File: src/rtl/amr_pkg.sv
package amr_pkg;
    typedef enum logic [1:0] {
        PH_IDLE   = 2'd0,
        PH_HIGH   = 2'd1,
        PH_STROBE = 2'd2,
        PH_LOW    = 2'd3
    } phase_t;
endpackage

File: src/rtl/amr_regbank.sv
module amr_regbank #(
    parameter int NUM_REGS = 16,
    parameter int BUS_W    = 8,
    localparam int ADDR_W  = 2 * BUS_W,
    localparam int SEL_W   = $clog2(NUM_REGS)
) (
    input  logic              clk,
    input  logic              rst_n,
    input  logic              wr_hi_en,
    input  logic              wr_lo_en,
    input  logic [SEL_W-1:0]  wr_sel,
    input  logic [BUS_W-1:0]  wr_byte,
    input  logic              inc_en,
    input  logic [SEL_W-1:0]  inc_sel,
    input  logic [SEL_W-1:0]  rd_sel,
    output logic [ADDR_W-1:0] rd_addr
);
    logic [ADDR_W-1:0] ptr [NUM_REGS];

    for (genvar gi = 0; gi < NUM_REGS; gi++) begin : g_ptr
        logic hit_wr;
        logic hit_inc;
        assign hit_wr  = (wr_hi_en || wr_lo_en) && (wr_sel == SEL_W'(gi));
        assign hit_inc = inc_en && (inc_sel == SEL_W'(gi));

        always_ff @(posedge clk or negedge rst_n) begin
            if (!rst_n) begin
                ptr[gi] <= '0;
            end else if (hit_wr) begin
                if (wr_hi_en) ptr[gi][ADDR_W-1:BUS_W] <= wr_byte;
                if (wr_lo_en) ptr[gi][BUS_W-1:0]      <= wr_byte;
            end else if (hit_inc) begin
                ptr[gi] <= ptr[gi] + ADDR_W'(1);
            end
        end
    end

    assign rd_addr = ptr[rd_sel];
endmodule

File: src/rtl/amr_phase_fsm.sv
module amr_phase_fsm
    import amr_pkg::*;
#(
    parameter int NUM_REGS = 16,
    parameter int BUS_W    = 8,
    localparam int ADDR_W  = 2 * BUS_W,
    localparam int SEL_W   = $clog2(NUM_REGS)
) (
    input  logic              clk,
    input  logic              rst_n,
    input  logic              acc_req,
    input  logic [SEL_W-1:0]  acc_sel,
    input  logic              acc_inc,
    input  logic [ADDR_W-1:0] rd_addr,
    output phase_t            phase,
    output logic [ADDR_W-1:0] cap_addr,
    output logic              inc_en,
    output logic [SEL_W-1:0]  inc_sel
);
    phase_t            state_q, state_d;
    logic              inc_q;
    logic [SEL_W-1:0]  sel_q;
    logic              accept;

    assign accept = (state_q == PH_IDLE) && acc_req;

    always_comb begin
        state_d = state_q;
        unique case (state_q)
            PH_IDLE:   if (acc_req) state_d = PH_HIGH;
            PH_HIGH:   state_d = PH_STROBE;
            PH_STROBE: state_d = PH_LOW;
            PH_LOW:    state_d = PH_IDLE;
            default:   state_d = PH_IDLE;
        endcase
    end

    always_ff @(posedge clk or negedge rst_n) begin
        if (!rst_n) state_q <= PH_IDLE;
        else        state_q <= state_d;
    end

    always_ff @(posedge clk or negedge rst_n) begin
        if (!rst_n) begin
            cap_addr <= '0;
            inc_q    <= 1'b0;
            sel_q    <= '0;
        end else if (accept) begin
            cap_addr <= rd_addr;
            inc_q    <= acc_inc;
            sel_q    <= acc_sel;
        end
    end

    always_comb begin
        phase   = state_q;
        inc_en  = 1'b0;
        inc_sel = sel_q;
        unique case (state_q)
            PH_LOW:  inc_en = inc_q;
            default: inc_en = 1'b0;
        endcase
    end
endmodule

File: src/rtl/amr_bus_drive.sv
module amr_bus_drive
    import amr_pkg::*;
#(
    parameter int BUS_W   = 8,
    localparam int ADDR_W = 2 * BUS_W
) (
    input  phase_t            phase,
    input  logic [ADDR_W-1:0] cap_addr,
    output logic [BUS_W-1:0]  abus,
    output logic              hi_stb,
    output logic              lo_phase,
    output logic              busy
);
    always_comb begin
        abus     = '0;
        hi_stb   = 1'b0;
        lo_phase = 1'b0;
        busy     = 1'b1;
        unique case (phase)
            PH_IDLE:   busy = 1'b0;
            PH_HIGH:   abus = cap_addr[ADDR_W-1:BUS_W];
            PH_STROBE: begin
                abus   = cap_addr[ADDR_W-1:BUS_W];
                hi_stb = 1'b1;
            end
            PH_LOW: begin
                abus     = cap_addr[BUS_W-1:0];
                lo_phase = 1'b1;
            end
            default: busy = 1'b0;
        endcase
    end
endmodule

File: src/rtl/amr_top.sv
module amr_top
    import amr_pkg::*;
#(
    parameter int NUM_REGS = 16,
    parameter int BUS_W    = 8,
    localparam int ADDR_W  = 2 * BUS_W,
    localparam int SEL_W   = $clog2(NUM_REGS)
) (
    input  logic             clk,
    input  logic             rst_n,
    input  logic             acc_req,
    input  logic [SEL_W-1:0] acc_sel,
    input  logic             acc_inc,
    input  logic             wr_hi_en,
    input  logic             wr_lo_en,
    input  logic [SEL_W-1:0] wr_sel,
    input  logic [BUS_W-1:0] wr_byte,
    output logic [BUS_W-1:0] abus,
    output logic             hi_stb,
    output logic             lo_phase,
    output logic             busy
);
    phase_t            phase;
    logic [ADDR_W-1:0] rd_addr;
    logic [ADDR_W-1:0] cap_addr;
    logic              inc_en;
    logic [SEL_W-1:0]  inc_sel;

    amr_regbank #(.NUM_REGS(NUM_REGS), .BUS_W(BUS_W)) u_bank (
        .clk      (clk),
        .rst_n    (rst_n),
        .wr_hi_en (wr_hi_en),
        .wr_lo_en (wr_lo_en),
        .wr_sel   (wr_sel),
        .wr_byte  (wr_byte),
        .inc_en   (inc_en),
        .inc_sel  (inc_sel),
        .rd_sel   (acc_sel),
        .rd_addr  (rd_addr)
    );

    amr_phase_fsm #(.NUM_REGS(NUM_REGS), .BUS_W(BUS_W)) u_fsm (
        .clk      (clk),
        .rst_n    (rst_n),
        .acc_req  (acc_req),
        .acc_sel  (acc_sel),
        .acc_inc  (acc_inc),
        .rd_addr  (rd_addr),
        .phase    (phase),
        .cap_addr (cap_addr),
        .inc_en   (inc_en),
        .inc_sel  (inc_sel)
    );

    amr_bus_drive #(.BUS_W(BUS_W)) u_drive (
        .phase    (phase),
        .cap_addr (cap_addr),
        .abus     (abus),
        .hi_stb   (hi_stb),
        .lo_phase (lo_phase),
        .busy     (busy)
    );
endmodule

File: config.mk
export PLATFORM = sky130hd
export DESIGN_NAME = amr_top
export DESIGN_NICKNAME = d
export VERILOG_FILES = /design/src/rtl/amr_pkg.sv /design/src/rtl/amr_regbank.sv /design/src/rtl/amr_phase_fsm.sv /design/src/rtl/amr_bus_drive.sv /design/src/rtl/amr_top.sv
export SDC_FILE = /design/constraint.sdc
export NUM_CORES = 1
export LEC_CHECK = 0
export BUFFER_PORTS_ARGS = -buffer_cell sky130_fd_sc_hd__buf_2
export CELL_PAD_IN_SITES_DETAIL_PLACEMENT = 0
export CELL_PAD_IN_SITES_GLOBAL_PLACEMENT = 1
export CORE_MARGIN = 2
export CORE_UTILIZATION = 45
export CTS_BUF_LIST = sky130_fd_sc_hd__clkbuf_8 sky130_fd_sc_hd__clkbuf_16
export DETAILED_ROUTE_END_ITERATION = 10
export GPL_ROUTABILITY_DRIVEN = 1
export PLACE_DENSITY = 0.76
export SETUP_SLACK_MARGIN = 0.3
export SYNTH_ARGS = -nofsm -noshare
export SYNTH_HDL_FRONTEND = slang
export SYNTH_HIERARCHICAL = 1
export SYNTH_SLANG_ARGS = --single-unit
File: constraint.sdc
create_clock -name clk -period 3.7 [get_ports clk]
set_clock_uncertainty 0.2 [all_clocks]
set_input_delay 0.37 -clock clk [delete_from_list [all_inputs] [get_ports clk]]
set_output_delay 0.37 -clock clk [all_outputs]
set_load 0.03 [all_outputs]
Word level (Yosys, flattened, before mapping)
Cells that the tools add are included.
{"block": "totals", "regBits": 279, "output_inout_bits": 11, "ramBits": 0, "wordCells": 250, "latch_bits": 0, "mem_count": 0, "inputBits": 22, "romBits": 0}
{"block": "classes", "order_cmp": 1, "n_eq_ne": 66, "shift": 0, "bitwise_logic": 1, "n_addsub": 16, "mul": 0, "muxes": 44, "div": 0, "reduce_logical": 86}
{"cell": "16-bit two-way mux", "count": 34}
{"cell": "16-bit by 1-bit adder with 16-bit output, second input constant", "count": 16}
{"cell": "2-bit inequality test, second input constant", "count": 33}
{"cell": "16-bit binary-select mux with 4-bit select", "count": 1}
{"cell": "4-bit == test, second input constant", "count": 16}
{"cell": "2-bit AND reduction", "count": 32}
{"cell": "1-bit logical AND", "count": 33}
{"cell": "4-bit by 3-bit == test with 1-bit output, second input constant", "count": 8}
{"cell": "2-bit nonzero test", "count": 16}
{"cell": "4-bit by 2-bit == test with 1-bit output, second input constant", "count": 4}
{"cell": "8-bit two-way mux", "count": 2}
{"cell": "8-bit case mux with 2 select lines", "count": 1}
{"cell": "4-bit by 1-bit == test with 1-bit output, second input constant", "count": 2}
{"cell": "4-bit logical NOT", "count": 2}
{"cell": "2-bit case mux with 4 select lines", "count": 1}
{"cell": "5-bit >= comparator, second input constant", "count": 1}
{"cell": "4-bit NOT with 5-bit output", "count": 1}
{"cell": "2-bit == test, second input constant", "count": 2}
{"cell": "1-bit two-way mux", "count": 4}
{"cell": "2-bit by 1-bit == test with 1-bit output, second input constant", "count": 1}
{"cell": "2-bit logical NOT", "count": 1}
{"cell": "2-bit two-way mux", "count": 1}
{"cell": "2-bit OR reduction", "count": 1}
{"cell": "1-bit logical OR", "count": 1}

Longest topological paths before layout
Gate-level depths: netlist of run 1.
{"block": "depth", "word_depth": 5, "depth_mapped": 9, "depth_no_buf": 7}

By module
The synthesis of run 1 kept the hierarchy.
{"mod": "amr_regbank", "cells_each": 2021, "seq_area_each_um2": 6406.1, "area_each_um2": 18032.3, "instances": 1}
{"mod": "amr_phase_fsm", "cells_each": 58, "seq_area_each_um2": 575.6, "area_each_um2": 1008.5, "instances": 1}
{"mod": "amr_bus_drive", "cells_each": 25, "seq_area_each_um2": 0.0, "area_each_um2": 206.4, "instances": 1}

Worst setup path after synthesis of run 1
No wires, ideal clock.
{"block": "synth_path", "kind": "input to register", "from": "input port acc_sel[0]", "to": "register u_fsm.cap_addr[8]", "slack_ps": 1244, "n_path_buf": 2, "t_arrival_ps": 2128, "cell_stages": 5, "t_required_ps": 3372, "setup_time_ps": 128, "cell_sequence": "buf_2 -> buf_2 -> mux4_2 -> mux4_2 -> mux2_1"}
{"block": "synth_between", "elab_chain_len": 4}
{"item": "start: declaration", "line": "amr_top.sv:12", "rtl": "input logic [SEL_W-1:0] acc_sel,"}
{"item": "4-bit NOT with 5-bit output (implied by the code)", "line": "amr_regbank.sv:38", "rtl": "assign rd_addr = ptr[rd_sel];"}
{"item": "16-bit binary-select mux with 4-bit select", "line": "amr_regbank.sv:38"}
{"item": "16-bit two-way mux (implied by the code) (2 in series)", "line": "amr_regbank.sv:38"}
{"item": "via rd_addr[8]", "line": "amr_top.sv:24", "rtl": "logic [ADDR_W-1:0] rd_addr;"}
{"item": "end signal: assignment", "line": "amr_phase_fsm.sv:49", "rtl": "cap_addr <= rd_addr;"}
{"item": "end: declaration", "line": "amr_phase_fsm.sv:16", "rtl": "output logic [ADDR_W-1:0] cap_addr,"}
The timed path passes the listed nets, and every way through them passes these cells. The select of a mux whose other input is x is not followed.
A chain may end at the register's enable or synchronous reset.

Final worst setup path of run 1
{"block": "layout_path", "from": "register u_fsm.state_q[1] (netlist: u_fsm/phase[1])", "to": "register u_bank/ptr[201] in the netlist's numbering"}
{"block": "layout_between", "elab_chain_len": 5}
{"item": "start: declaration", "line": "amr_phase_fsm.sv:20", "rtl": "phase_t state_q, state_d;"}
{"item": "start signal: assignment", "line": "amr_phase_fsm.sv:40", "rtl": "else state_q <= state_d;"}
{"item": "2-bit == test", "line": "amr_phase_fsm.sv:59", "rtl": "unique case (state_q)"}
{"item": "1-bit two-way mux", "line": "amr_phase_fsm.sv:59"}
{"item": "via inc_en", "line": "amr_top.sv:26", "rtl": "logic inc_en;"}
{"item": "1-bit logical AND", "line": "amr_regbank.sv:24", "rtl": "assign hit_inc = inc_en && (inc_sel == SEL_W'(gi));"}
{"item": "2-bit nonzero test (no source line)"}
{"item": "2-bit AND reduction (no source line)"}
{"item": "end signal: indexed assignment", "line": "amr_regbank.sv:30", "rtl": "if (wr_hi_en) ptr[gi][ADDR_W-1:BUS_W] <= wr_byte;"}
{"item": "end signal: indexed assignment", "line": "amr_regbank.sv:31", "rtl": "if (wr_lo_en) ptr[gi][BUS_W-1:0] <= wr_byte;"}
{"item": "end signal: indexed assignment", "line": "amr_regbank.sv:33", "rtl": "ptr[gi] <= ptr[gi] + ADDR_W'(1);"}
{"item": "end: declaration", "line": "amr_regbank.sv:18", "rtl": "logic [ADDR_W-1:0] ptr [NUM_REGS];"}
The timed path passes the listed nets, and every way through them passes these cells.

==> impl_metrics.toml, run 1 <==
[die]
ios = 33
core_area_um2 = 42000
die-area_um2 = 44400
die_width_um = 211
starting_density_of_the_core_pct = 45.8
rows = 75
die_height_um = 211

[logic_synthesis]
post_synth_main_area_contributors = "dfrtp_1 36%, mux4_2 9.4%, a21oi_1 6.2%, o22a_1 5.7%, nor2_1 4.9%"
ys_warn_count = 6
xor_xnor_share_of_the_synthesized_area_pct = 0
yosysSeqAreaShare_pct = 36.3
yosys_most_used_dff = "dfrtp_1"
number_of_synthesized_flops_with_an_enable_pin = 0
post_synth_and_or_nand_nor_area_fraction_pct = 18.1
synth_async_sr_flop_share_pct = 100
netlist-cell-type-count = 87
synthDominantAreaCellType = "dfrtp_1"
synth_compound_area_share_pct = 26.5
synthCells = 2104
synth.most_common_cell = "dfrtp_1"
yosys-mux-area-fraction_pct = 13.2
synth_top_family_by_area = "compound AO/OA/AOI/OAI gates"
post-synth-top-area-fraction_pct = 36.3
ff_latch_count_synth = 279
synth_nets = 2149
synth.cells.most_frequent = "279 x dfrtp_1, 250 x nor2_1, 237 x a21oi_1"
postSynthAreaPerCell_um2 = 9.15
syn_area_um2 = 19200
synth_adder_area_share_pct = 1.50

[status]
run_status = "completed"

[finish]
layout_cells_sized_above_1_pct = 14.5
areaGrowthSynthToFinish_pct = 9.27
fin_area_um2 = 21000
multi_input_area_um2 = 11400
fill_cells = 3906
final-instance-count-excl-fill = 2636
nets = 2115
ff_latch_area_um2 = 6980

[place]
placed_cell_area_um2 = 19800
hpwl_mm = 48.1
io_buffer_count = 32
dp_worst_setup_slack_ps = 613
global_placement_routability_congestion = 0.899
place_inst = 2568

[route]
drt-vias-per-instance = 6.92
detail-route-antenna-nets = 0
dr.first_iter.drc_count = 2209
drt-wirelength-per-cell_um = 26.3
met3_wirelength_mm = 6.16
dr_wl_met2_mm = 30.9
via_count = 18250
drt_drc_violations_left = 0
maxUsedRoutingLayer = "met5"
routed_wirelength_mm = 69.4
detail_route.first_pass.iterations = 5
route.layer.met1.wl_mm = 29.5

[pwr]
power_per_cell_area_nw_per_um2 = 601
power.static_leakage_uw = 0.00831
vdd_ir_drop_max_mv = 0.318

[global_route]
number_of_global_route_vias_before_repair = 16789
grt_use_total_pct = 31.3
global_route_wire_length_before_repair_mm = 106
grt_max_degree = 94
antenna_found_initial = 3
global_route.overflow_total = 0

[clock_network]
h-tree-depth = 2
clockBufferDepth = 3
cts_buffers = 36
cts_tree = "done"
clk-insertion-delay-late_ps = 560
cts.clk_slew.worst_paths_ps = 60
cts.sinks = 279
clock_tree.root_cell = "clkbuf_16"

[sta]
worst_slew_pin_slew_ps = 1120
max_slew_margin_pct = 22.9
final.setup.tns_ps = 0
finalMaxSlewViolations = 0
finalHoldViolations = 0
final_ws_setup_ps = 567
finalWorstPathRequiredPeriod_ps = 3130
rsz0062_at_grt = "false"
final_min_period_over_clock_period_pct = 84.7
finalSetupViolations = 0
max_clock_freq_mhz = 319

[worst_setup_path]
crit_required_ps = 3950
worstSetupEndpointType = "flop"
worstSetupStartpointType = "flop"
critPathKind = "reg -> reg"
critPathArrivalTime_ps = 3390
crit_fanout = 11

[flow_run]
maxCapViolCount = 0

[worst_hold_path]
holdCritPathClass = "in -> reg"
[through the flow]
step / hold WS (ps) / utilization (%) / power, uW
after detailed placement: 276 / 47.1 / 8930
after global placement: 276 / 47.1 / 8830
after CTS: 113 / 50.0 / 12600
after global routing: 156 / 50.0 / 13200
after floorplan: -126 / - / 7490
final: 140 / 50.0 / 12600
[cells by family after synthesis]
group | after synthesis
simple gates | 725
flops | 279
buf+inv | 187
fa+ha+maj | 23
compound gates | 753
mux | 137
[state kept, by name, summed over array words and instances, names as in the netlist]
register,flops
u_fsm/phase,2
u_fsm/inc_sel,4
u_fsm/cap_addr,16
u_bank/ptr,256
u_fsm/inc_q,1
[metal layers]
layer | GRT usage, % | vias to the layer above
li1 | - | 8061
met1 | 44.6 | 9057
met2 | 47.6 | 949
met3 | 5.44 | 179
met4 | 12.3 | 4
met5 | 0 | -
[what timing repair did]
action	in CTS	in global routing
hold endpoints to repair	91	0
buffers inserted	0	0
resized for setup	0	0
hold buffers	3	0
[cells in the final DEF (no fill, tap or decap), types with 11 or more instances in the layout]
cell type and n:
a21o_1 12, a21oi_1 237, a2bb2oi_1 33, a31oi_1 88, a41oi_1 26, and2_1 11
and3_1 56, and4_1 24, buf_2 30, buf_4 49, clkbuf_16 37, dfrtp_1 279
ha_1 23, inv_1 33, mux2_4 20, mux2i_1 24, mux4_2 80, nand2_1 157
nand3_1 112, nand4_1 37, nor2_1 250, nor3_1 25, o21ai_0 91, o22a_1 126
o22ai_1 31
[final cells by class]
| cell class | count | share of cell area (%) |
|---|---|---|
| multi-input cells | 1638 | 54.3 |
| flip-flops and latches | 279 | 33.2 |
| clock buffers | 44 | 4.86 |
| well taps | 539 | 3.21 |
| repair buffers | 88 | 3.15 |
| clock inverters | 19 | 0.809 |
| inverters | 27 | 0.482 |
| diodes | 2 | 0.0238 |
[final timing paths]
path | slack (ps) | endpoint | depth (start not counted) | start
max | 570 | u_bank/ptr[201] | 7 | u_fsm/phase[1]
min | 140 | u_bank/ptr[11] | 3 | wr_byte[3]
max reg2reg | 570 | u_bank/ptr[201] | 7 | u_fsm/phase[1]
min reg2reg | 310 | u_fsm/cap_addr[8] | 1 | u_fsm/cap_addr[8]
max in group asynchronous | 2120 | u_bank/ptr[232] | 3 | rst_n
min in group asynchronous | 250 | u_bank/ptr[162] | 2 | rst_n
[power by group]
part	internal [uW]	total, uW	switching [uW]
clock network	2160	3610	1450
registers	3850	5150	1300
logic	1720	3870	2140
[critical path: stages, from the launching register on]
cell and delay [ps]:
dfrtp_1 440, ha_1 180, and2_1 290, or3b_1 580, or2_1 330, o21ai_1 620
nand2_1 120, a22o_1 270
No activity file was read; power rests on OpenSTA's default activity.
==> run 2, diff against run 1 <==
--- a/config.mk
+++ b/config.mk
@@ -5,6 +5,7 @@
 export SDC_FILE = /design/constraint.sdc
 export NUM_CORES = 1
 export LEC_CHECK = 0
+export ABC_AREA = 1
 export BUFFER_PORTS_ARGS = -buffer_cell sky130_fd_sc_hd__buf_2
 export CELL_PAD_IN_SITES_DETAIL_PLACEMENT = 0
 export CELL_PAD_IN_SITES_GLOBAL_PLACEMENT = 1
@@ -13,7 +14,7 @@
 export CTS_BUF_LIST = sky130_fd_sc_hd__clkbuf_8 sky130_fd_sc_hd__clkbuf_16
 export DETAILED_ROUTE_END_ITERATION = 10
 export GPL_ROUTABILITY_DRIVEN = 1
-export PLACE_DENSITY = 0.76
+export PLACE_DENSITY = 0.82
 export SETUP_SLACK_MARGIN = 0.3
 export SYNTH_ARGS = -nofsm -noshare
 export SYNTH_HDL_FRONTEND = slang
==> constraint.sdc (replaced) <==
create_clock -name clk -period 3 [get_ports clk]
set_clock_uncertainty 0.2 [all_clocks]
set_input_delay 0.3 -clock clk [delete_from_list [all_inputs] [get_ports clk]]
set_output_delay 0.3 -clock clk [all_outputs]
set_load 0.03 [all_outputs]
==> impl_metrics.toml, run 2 <==
[finish]
largest_reg_flops = 256
areaGrowthSynthToFinish_pct = 9.86
layout_cells_sized_above_1_pct = 6.35
finish.utilization_pct = 49.9
nets = 3578
layout.cells.most_common_list = "1066 x nand2_1, 514 x nor2_1, 374 x nand3_1, 356 x inv_1, 291 x o21ai_0"
fill_cells = 4972
regMostFlops = "u_bank/ptr"
most_common_cell_after_layout_fill_and_taps_aside = "nand2_1"

[pwr]
power_per_cell_area_nw_per_um2 = 854
vdd_ir_drop_max_mv = 0.833
power.static_leakage_uw = 0.0119

[sta]
finalMaxSlewViolations = 0
worst_slew_pin_slew_ps = 843
final_min_period_over_clock_period_pct = 85.8
finalHoldViolations = 0
max_slew_margin_pct = 43.8
rsz0062_at_grt = "false"
finalSetupViolations = 0
max_clock_freq_mhz = 389
final.setup.tns_ps = 0
finalWorstPathRequiredPeriod_ps = 2570

[worst_setup_path]
worstSetupEndpointType = "flop"
crit_required_ps = 3240
worstSetupStartpointType = "flop"
critPathKind = "reg -> reg"
critPathArrivalTime_ps = 2810
crit_fanout = 15

[clock_network]
clk-insertion-delay-late_ps = 570
cts_tree = "done"
h-tree-depth = 2
cts.clk_slew.worst_paths_ps = 60
clockBufferDepth = 3
cts_buffers = 38
cts.sinks = 279
clock_tree.root_cell = "clkbuf_16"

[worst_hold_path]
holdCritPathClass = "in -> reg"

[logic_synthesis]
synthCells = 3531
synth_nets = 3576
yosysSeqAreaShare_pct = 32.3
yosys_most_used_dff = "dfrtp_1"
post-synth-top-area-fraction_pct = 32.3
synth.cells.most_frequent = "1067 x nand2_1, 515 x nor2_1, 374 x nand3_1"
synthDominantAreaCellType = "dfrtp_1"
synth.most_common_cell = "nand2_1"
netlist-cell-type-count = 36
number_of_synthesized_flops_with_an_enable_pin = 0
ys_warn_count = 6
post_synth_main_area_contributors = "dfrtp_1 32%, nand2_1 19%, nor2_1 9.0%, nand3_1 8.7%, o21ai_0 6.7%"
ff_latch_count_synth = 279
synth_async_sr_flop_share_pct = 100
postSynthAreaPerCell_um2 = 6.11
syn_area_um2 = 21600

[global_route]
number_of_global_route_vias_before_repair = 21513
grt_use_total_pct = 30.9
grt_max_degree = 66
global_route.overflow_total = 0
antenna_found_initial = 2
global_route_wire_length_before_repair_mm = 121

[route]
detail-route-antenna-nets = 0
drt-vias-per-instance = 5.64
drt-wirelength-per-cell_um = 18.6
detail_route.first_pass.iterations = 6
drt_drc_violations_left = 0
dr.first_iter.drc_count = 2818
via_count = 23523
routed_wirelength_mm = 77.7

[place]
hpwl_mm = 56.6
global_placement_routability_congestion = 0.956
io_buffer_count = 32

[die]
rows = 80
die-area_um2 = 49800
ios = 33
starting_density_of_the_core_pct = 45.4
core_area_um2 = 47500
die_width_um = 223
die_height_um = 223

[status]
run_status = "completed"

[flow_run]
maxCapViolCount = 0
==> run 2: power by group <==
group	total, uW	internal [uW]	switching (uW)
sequential	7790	5460	2330
clock	4510	2670	1850
combinational	7960	2860	5110
==> run 2: path summary, 6_finish.rpt <==
path                                         from  cells past startpoint           endpoint  slack (ps)
max in group asynchronous                   rst_n                      4     u_bank/ptr[26]        1560
worst max register to register     u_fsm/phase[1]                      9    u_bank/ptr[174]         430
worst max-delay path               u_fsm/phase[1]                      9    u_bank/ptr[174]         430
min in group asynchronous                   rst_n                      2    u_bank/ptr[172]          80
worst min register to register  u_fsm/cap_addr[5]                      2  u_fsm/cap_addr[5]         280
worst min-delay path                     wr_lo_en                      4     u_bank/ptr[50]          30
==> run 2: layout make-up <==
type                            instances  area [um2]  share of cell area, %
Multi-Input combinational cell       2761       12600                   53.3
Inverter                              366        1370                   5.79
Timing Repair Buffer                   87         747                   3.15
Clock buffer                           45        1060                   4.46
Sequential cell                       279        6980                   29.4
Antenna cell                            1        2.50                 0.0105
Clock inverter                         19         145                  0.612
Tap cell                              615         769                   3.24
==> run 2: logic make-up (layout without fill, tap and decap cells) <==
family          Yosys count  in the layout  synth area share [%]
simple gates           2096           2096                  40.6
compound gates          623            623                  15.8
buf+inv                 491            517                  9.15
flops                   279            279                  32.3
fa+ha+maj                23             23                  1.33
xor+xnor                 19             19                 0.771
other cells               0              1                     0
==> run 2: per-layer routing <==
metal	part of all wire, %	track usage (%)	wire length [um]
met1	45	43.2	35000
met2	44	48.7	34500
met3	6.4	3.69	4960
met4	4.2	12.8	3300
met5	0	0	0
==> run 2: repair_timing <==
item,4_1_cts,5_1_grt
hold buffers,7,0
buffers inserted,0,0
hold endpoints to repair,264,0
gates resized for setup,0,3
setup endpoints to repair,0,17
==> run 2: stage by stage <==
step | area [um2] | cells | total power [uW] | setup WS [ps] | hold slack, ps
after floorplan | 21600 | 3531 | 13100 | 1110 | -196
final | 23700 | 4173 | 20300 | 427 | 30.1
after CTS | 23700 | 4172 | 20200 | 342 | 0.435
after global routing | 23700 | 4173 | 21900 | 303 | 39.8
after detailed placement | 22400 | 4101 | 15500 | 350 | 77.8
after global placement | 22400 | 4101 | 15300 | 418 | 80.5
==> run 2: worst max-delay path, cell delays in order (launching register included) <==
cell and delay [ps]:
dfrtp_1 460, ha_1 190, nand2_1 50, inv_1 210
nand3_1 190, nor2_1 310, nand2_1 180, nand2_1 400
and2_1 200, a21oi_1 70
==> run 3, diff against run 2 <==
--- a/config.mk
+++ b/config.mk
@@ -15,6 +15,7 @@
 export DETAILED_ROUTE_END_ITERATION = 10
 export GPL_ROUTABILITY_DRIVEN = 1
 export PLACE_DENSITY = 0.82
+export RECOVER_POWER = 100
 export SETUP_SLACK_MARGIN = 0.3
 export SYNTH_ARGS = -nofsm -noshare
 export SYNTH_HDL_FRONTEND = slang
==> impl_metrics.toml, run 3 (synthesis gave the netlist of run 2 again) <==
[finish]
layout.cells.most_common_list = "1082 x nand2_1, 515 x nor2_1, 374 x nand3_1, 361 x inv_1, 296 x o21ai_0"
ff_latch_area_um2 = 6980
nets = 3578
largest_reg_flops = 256
layout_cells_sized_above_1_pct = 5.23
fill_cells = 4987
most_common_cell_after_layout_fill_and_taps_aside = "nand2_1"
multi_input_area_um2 = 12600
areaGrowthSynthToFinish_pct = 9.42
regMostFlops = "u_bank/ptr"

[worst_setup_path]
path_buf_inv = 2
worstSetupEndpointType = "output pin"
cp-startpoint = "u_fsm/phase[1]"
critPathKind = "reg -> out"
rr_startpoint = "u_fsm/phase[1]"
worstRegToRegCells = 10
worstSetupStartpointType = "flop"
critical_path.top_delay_family = "adder cells"
worst_path_largest_cell_delay_ps = 550
crit_slowest_cell = "ha_1"
timing.rr.end = "u_bank/ptr[198]"
crit_fanout = 8
path_cells = "inv_1, ha_1, nand2_2, a21oi_2, clkbuf_1"
worst-r2r-setup-slack_ps = 320
crit_required_ps = 2500
critPathArrivalTime_ps = 2230

[worst_hold_path]
whs_endpoint = "u_bank/ptr[50]"
hold_path_startpoint = "wr_lo_en"
whs_path_depth = 4
holdCritPathClass = "in -> reg"

[clock_network]
cts.clk_slew.worst_paths_ps = 60
cts_buffers = 38
h-tree-depth = 2
clk-insertion-delay-late_ps = 570
clock_tree.root_cell = "clkbuf_16"
cts_tree = "done"
cts.sinks = 279
clockBufferDepth = 3

[route]
via_count = 23623
dr.first_iter.drc_count = 2685
detail-route-antenna-nets = 0
drt-vias-per-instance = 5.66
routed_wirelength_mm = 77.6
drt-wirelength-per-cell_um = 18.6
drt_drc_violations_left = 0
detail_route.first_pass.iterations = 6

[sta]
worst_slew_pin_slew_ps = 1710
final.setup.tns_ps = 0
max_clock_freq_mhz = 366
finalMaxSlewViolations = 51
final_ws_setup_ps = 265
finalHoldViolations = 0
max_slew_margin_pct = -13.8
final_min_period_over_clock_period_pct = 91.2
rsz0062_at_grt = "false"
finalWorstPathRequiredPeriod_ps = 2730
finalSetupViolations = 0

[global_route]
global_route_wire_length_before_repair_mm = 121
grt_use_total_pct = 30.9
global_route.overflow_total = 0
grt_max_degree = 66
antenna_found_initial = 2
number_of_global_route_vias_before_repair = 21513

[pwr]
vdd_ir_drop_max_mv = 0.814
power_per_cell_area_nw_per_um2 = 856
report.power.total_uw = 20200
power.static_leakage_uw = 0.0118

[place]
dp_worst_setup_slack_ps = 350
hpwl_mm = 56.6
global_placement_routability_congestion = 0.956
io_buffer_count = 32

[die]
rows = 80
die_width_um = 223
die_height_um = 223
starting_density_of_the_core_pct = 45.4
ios = 33
die-area_um2 = 49800
core_area_um2 = 47500

[flow_run]
maxCapViolCount = 1

[status]
violated_checks = "capacitance limit, slew limit"
run_status = "complete, but fails checks"
## run 3: cell count changes in the layout (fill, tap and decap cells not counted), sizes merged
cell | previous run | this run
diode | 1 | 2
clkbuf | 45 | 58
buf | 80 | 67
## run 3: timing repair
| item | 4_1_cts | 5_1_grt |
|---|---|---|
| endpoints found under the hold margin | 264 | 0 |
| resized for setup | 0 | 3 |
| setup buffers | 0 | 0 |
| setup endpoints to repair | 0 | 17 |
| hold buffers | 7 | 0 |
## run 3: worst min-delay path, stage by stage
cell and delay, ps:
buf_2 170, nand2_1 130, o211ai_1 90, nand2_1 60
## run 3: how the worst max path moves through the flow
stage	endpoint	slack (ps)	cells past startpoint
3_5_place_dp	u_bank/ptr[9]	350	8
6_report	abus[7]	270	5
3_3_place_gp	u_bank/ptr[175]	420	10
2_1_floorplan	u_bank/ptr[248]	1110	11
4_1_cts	abus[0]	340	5
5_1_grt	abus[6]	150	5
## run 3: routing by layer
layer  wire, um  GRT usage (%)  vias up
li1           -              -    11475
met1      34400           43.2    11054
met2      34300           48.7      916
met3       5480           3.69      178
met4       3400           12.8        0
met5          0              0        -
## run 3: layout make-up
| cell class | count | share of cell area (%) |
|---|---|---|
| antenna | 2 | 0.0212 |
| multi-input combinational | 2761 | 53.2 |
| clock buffer | 45 | 4.48 |
| sequential | 279 | 29.6 |
| inverter | 366 | 5.81 |
| timing repair buffer | 87 | 3.02 |
| tap | 615 | 3.26 |
| clock inverter | 19 | 0.614 |
## run 3: report_power, final
part | leakage, uW | total, uW | internal (uW) | switching [uW]
Combinational | 0.00781 | 7920 | 2820 | 5100
Sequential | 0.00334 | 7800 | 5460 | 2340
Clock | 0.000628 | 4510 | 2670 | 1850
## run 3: through the flow
step           cell area (um2)  std cells  hold WS (ps)  utilization, %
2_1_floorplan            21600       3531          -196               -
3_3_place_gp             22400       4101          80.5            47.2
3_5_place_dp             22400       4101          77.8            47.2
4_1_cts                  23700       4172         0.435            49.9
5_1_grt                  23600       4173          38.9            49.7
6_report                 23600       4174          29.1            49.7
